## src/rtl/perf_event_counter.sv

```systemverilog
module perf_event_counter #(
  parameter int CNT_W = 32
) (
  input  logic             clk,
  input  logic             rst_n,
  input  logic             en,
  input  logic             clr,
  input  logic [7:0]       evt_sel,
  input  logic [22:0]      evt_bus,
  input  logic [1:0]       trace_out,
  output logic [CNT_W-1:0] cnt_o,
  output logic             wrap_o
);

  logic       hit;
  logic       dbl;
  logic [1:0] step;
  logic [CNT_W:0] sum;

  always_comb begin
    hit = 1'b0;
    dbl = 1'b0;
    case (evt_sel)
      8'h00: hit = evt_bus[0];
      8'h01: hit = evt_bus[1];
      8'h02: hit = evt_bus[2];
      8'h03: hit = evt_bus[3];
      8'h04: hit = evt_bus[4];
      8'h05: hit = evt_bus[5];
      8'h06: hit = evt_bus[6];
      8'h07: begin hit = evt_bus[7];  dbl = evt_bus[9];  end
      8'h09: hit = evt_bus[8];
      8'h0A: hit = evt_bus[10];
      8'h0B: hit = evt_bus[11];
      8'h0C: hit = evt_bus[12];
      8'h0D: begin hit = evt_bus[13]; dbl = evt_bus[15]; end
      8'h0F: hit = evt_bus[14];
      8'h10: hit = evt_bus[16];
      8'h11: hit = evt_bus[17];
      8'h12: hit = evt_bus[18];
      8'h23: hit = evt_bus[19];
      8'h24: hit = evt_bus[20];
      8'h25: hit = evt_bus[21];
      8'h26: hit = evt_bus[22];
      default: ;
    endcase
  end

  always_comb begin
    case (evt_sel)
      8'hFF:   step = 2'd1;
      8'h20:   step = {1'b0, trace_out[0]};
      8'h21:   step = {1'b0, trace_out[1]};
      8'h22:   step = {1'b0, trace_out[0]} + {1'b0, trace_out[1]};
      default: step = hit ? (dbl ? 2'd2 : 2'd1) : 2'd0;
    endcase
  end

  assign sum = {1'b0, cnt_o} + {{(CNT_W-1){1'b0}}, step};

  always_ff @(posedge clk or negedge rst_n) begin
    if (!rst_n) begin
      cnt_o  <= '0;
      wrap_o <= 1'b0;
    end else if (clr) begin
      cnt_o  <= '0;
      wrap_o <= 1'b0;
    end else if (en) begin
      cnt_o <= sum[CNT_W-1:0];
      if (sum[CNT_W]) wrap_o <= 1'b1;
    end
  end

  p_clear_r1: assert property (@(posedge clk) disable iff (!rst_n)
    clr |=> (cnt_o == '0) && !wrap_o);

  p_cycles_r2: assert property (@(posedge clk) disable iff (!rst_n)
    (en && !clr && evt_sel == 8'hFF) |=> cnt_o == CNT_W'($past(cnt_o) + 1'b1));

  p_unmapped_r6: assert property (@(posedge clk) disable iff (!rst_n)
    (en && !clr && (evt_sel == 8'h08 || evt_sel == 8'h0E ||
     (evt_sel >= 8'h13 && evt_sel <= 8'h1F) || (evt_sel >= 8'h27 && evt_sel <= 8'hFE)))
    |=> $stable(cnt_o));

  p_hold_r7: assert property (@(posedge clk) disable iff (!rst_n)
    (!en && !clr) |=> $stable(cnt_o) && $stable(wrap_o));

  p_step_r8: assert property (@(posedge clk) disable iff (!rst_n)
    (en && !clr) |=> CNT_W'(cnt_o - $past(cnt_o)) <= CNT_W'(2));

  p_wrap_r8: assert property (@(posedge clk) disable iff (!rst_n)
    (en && !clr && evt_sel == 8'hFF && cnt_o == '1) |=> wrap_o && cnt_o == '0);

  p_sticky_r10: assert property (@(posedge clk) disable iff (!rst_n)
    (wrap_o && !clr) |=> wrap_o);

endmodule

```

## config.mk

```make
export PLATFORM = sky130hd
export DESIGN_NAME = perf_event_counter
export DESIGN_NICKNAME = d
export VERILOG_FILES = /design/src/rtl/perf_event_counter.sv
export SDC_FILE = /design/constraint.sdc
export NUM_CORES = 1
export LEC_CHECK = 0
export CORE_MARGIN = 2
export CORE_UTILIZATION = 46
export DETAILED_ROUTE_END_ITERATION = 10
export PLACE_DENSITY = 0.8
export SYNTH_ARGS = -nofsm -noshare
export SYNTH_HDL_FRONTEND = slang
export SYNTH_SLANG_ARGS = --single-unit
```

## constraint.sdc

```tcl
create_clock -name clk -period 2.57 [get_ports clk]
set_input_delay 0.3855 -clock clk [delete_from_list [all_inputs] [get_ports clk]]
set_output_delay 0.3855 -clock clk [all_outputs]
set_load 0.02 [all_outputs]
```

==> metrics.md <==
| Metric | Value |
|---|---|
| Status | complete, but fails checks |
| Failing checks | setup timing |
| Most frequent cells in the layout | 50 x clkdlybuf4s50_1, 34 x nor2_1, 33 x dfrtp_1 |
| Yosys top cell area share | 40.2% |
| Synthesis-to-finish area growth | 76.1% |
| Fmax | 319 MHz |
| Die W | 70.8 um |
| Starting Density | 47.5% |
| Final setup violation count | 32 |
| Row cnt | 24 |
| Post-synth top area cell | dfrtp_1 |
| H-tree Lvls | 2 |
| Drt first pass iters | 4 |
| Critical path class | in2reg |
| Sw Ratio | 23.9% |
| Final WL | 7.52 mm |
| Dpl hpwl | 3.94 mm |
| Leak Pwr | 1.57 nW |
| Avg WL per Cell | 19.2 um |
| Worst setup SP type | primary input |
| Final period util | 122% |
| # DRC | 0 |
| Finished Layout Cells | 391 |
| Hold Path Class | in2async |
| Worst setup EP type | flop |
| TritonCTS buffer count | 5 |
| Dpl ws | -1.23 ns |
| Worst slew margin | 62.2% |
| Global Route Usage Sum | 28.8% |
| DR iter-0 viols | 185 |
| Root Driver | clkbuf_8 |
| Vias | 2248 |
| Unique masters post-synth | 47 |
| Post-Synthesis Cell Area | 2050 um2 |
| First-pass GRT wire length | 11.3 mm |
| Worst Path Arrival | 3.30 ns |
| Sequential share of the synthesized area | 40.2% |
| IO buf count | 69 |
| Switching power | 297 uW |
| Synth Flop Type | dfrtp_1 |
| Critical path peak fanout | 3 |
| Largest cells by area after synthesis | dfrtp_1 40%, nor2_1 7.1%, xnor2_1 6.4% |
| Worst-Skew Late Latency | 0.29 ns |
| Layout cells sized above 1 | 37.8% |
| Max Slew Vio Count | 0 |
| Design Power | 1.24 mW |
| Gate Count Post-Synth | 223 |
| Clock Tree Buf Depth | 2 |
| RSZ-0062 raised after global routing | true |
| Via density | 5.75 |
| Die height | 70.8 um |
| Post-Syn Area per Cell | 9.21 um2 |
| Leading cell type in the layout, fill and taps excluded | clkdlybuf4s50_1 |
| Setup ws final | -0.569 ns |
| Worst-Margin Slew | 0.567 ns |
| Layout Nets | 379 |
| Core area | 4320 um2 |
| Setup TNS Final | -14.40 ns |
| Flops & latches, synth | 33 |
| Cells after DPL | 358 |
| Initial antenna violation count | 0 |
| CTS tree | yes |
| Final min period | 3.14 ns |
| Comb power frac | 16.1% |
| PD cells | 343 nW/um2 |
| Share of synthesized registers carrying an async set or reset | 100% |
| Gr ovfl total | 0 |
| Synth warnings | 0 |
| Clk sinks | 33 |
| Synthesized Nets | 264 |
| ANT nets after route | 0 |
| Max cap viols | 0 |
| Clock transition at path regs | 0.07 ns |
| Final Hold Fails | 0 |
| Ports | 70 |
| Diodes inserted | 0 |
| Cell internal pwr | 944 uW |
| Number of synthesized flops with an enable pin | 0 |
| WP data required | 2.73 ns |
| Largest net degree at the start of global routing | 34 |
| Die area | 5020 um2 |
| Clock Power Share | 41.7% |
| Number of global-route vias before repair | 2367 |
| Skew final | 0.00402 ns |
| Peak supply drop | 0.371 mV |
| Final GP Congestion | 0.782 |
| Sequential share of power | 42.2% |
[routing by layer]
metal / vias up / routed length [um] / track usage, %
li1: 1013 / - / -
met4: 0 / 225 / 11.1
met3: 25 / 397 / 5.70
met1: 1114 / 2950 / 34.1
met5: - / 0 / 0
met2: 96 / 3950 / 51.3
[final timing paths]
| kind | startpoint | endpoint | slack, ns | cells after the start |
|---|---|---|---|---|
| min | rst_n | cnt_o[31] | 0.50 | 2 |
| max reg2reg | cnt_o[14] | cnt_o[26] | 0.31 | 6 |
| max | evt_sel[4] | cnt_o[8] | -0.57 | 18 |
| max in group asynchronous | rst_n | cnt_o[2] | 1.75 | 2 |
| min in group clk | cnt_o[12] | cnt_o[12] | 0.58 | 2 |
| min reg2reg | cnt_o[12] | cnt_o[12] | 0.58 | 2 |
[worst max-delay path, cell delays in order]
cell     delay, ns
buf_6         0.09
or4b_4        0.56
nor3_4        0.14
and4_1        0.22
a21oi_2       0.06
nand2_1       0.07
o31a_1        0.15
ha_2          0.20
inv_2         0.04
fa_2          0.36
buf_4         0.15
buf_6         0.11
buf_6         0.10
buf_6         0.13
nor3_4        0.18
nand2_1       0.09
xor2_1        0.18
nor2_1        0.07
[cells in the mapped netlist (4+ instances only)]
master / n
nor2_1: 39
dfrtp_1: 33
nand2_1: 16
nand3_1: 16
xnor2_1: 15
xor2_1: 12
nor3_1: 10
a21oi_1: 7
nor2b_1: 6
o21ai_0: 6
clkbuf_1: 5
and4_1: 4
inv_1: 4
[power by group through the flow]
stage               combinational (mW)  sequential, mW  clock [mW]
global route                     0.212           0.524       0.537
CTS                              0.185           0.524       0.516
finish                           0.200           0.524       0.517
global placement                 0.155           0.534           0
detailed placement               0.158           0.534           0
floorplan                       0.0555           0.536           0
[layout make-up]
| cell class | instances | area, um2 |
|---|---|---|
| Clock buffer | 7 | 86.3 |
| Clock inverter | 1 | 30.0 |
| Fill cell | 235 | 706 |
| Inverter | 4 | 15.0 |
| Multi-Input combinational cell | 178 | 1520 |
| Sequential cell | 33 | 826 |
| Tap cell | 52 | 65.1 |
| Timing Repair Buffer | 116 | 1080 |
[flip-flops by register name (all words and copies together), names as in the netlist]
register / flops
wrap_o: 1
cnt_o: 32
[cell families after synthesis]
kind of cell | count (synthesis) | synth area share, %
and+or+nand+nor | 115 | 31.1
DFF | 33 | 40.2
xor gates and xnor gates | 27 | 11.5
AOI/OAI and AO/OA | 26 | 8.28
buffers and inverters | 12 | 2.44
muxes | 6 | 3.65
adders and majority gates | 4 | 2.80
[timing repair]
| item | in CTS | in global routing |
|---|---|---|
| pin swaps | 41 | 17 |
| gates resized for setup | 105 | 28 |
| setup buffers | 26 | 5 |
| hold endpoints to repair | 0 | 0 |
| hold buffers | 0 | 0 |
| setup endpoints to repair | 33 | 32 |
[stage by stage]
step           hold WS (ns)  util (%)  area [um2]
2_1_floorplan        0.0899         -        2100
3_3_place_gp          0.494      69.0        2980
3_5_place_dp          0.511      69.0        2980
4_1_cts               0.518      80.6        3480
5_1_grt               0.554      83.7        3620
6_report              0.501      83.7        3620
(Power assumes the default switching activity.)
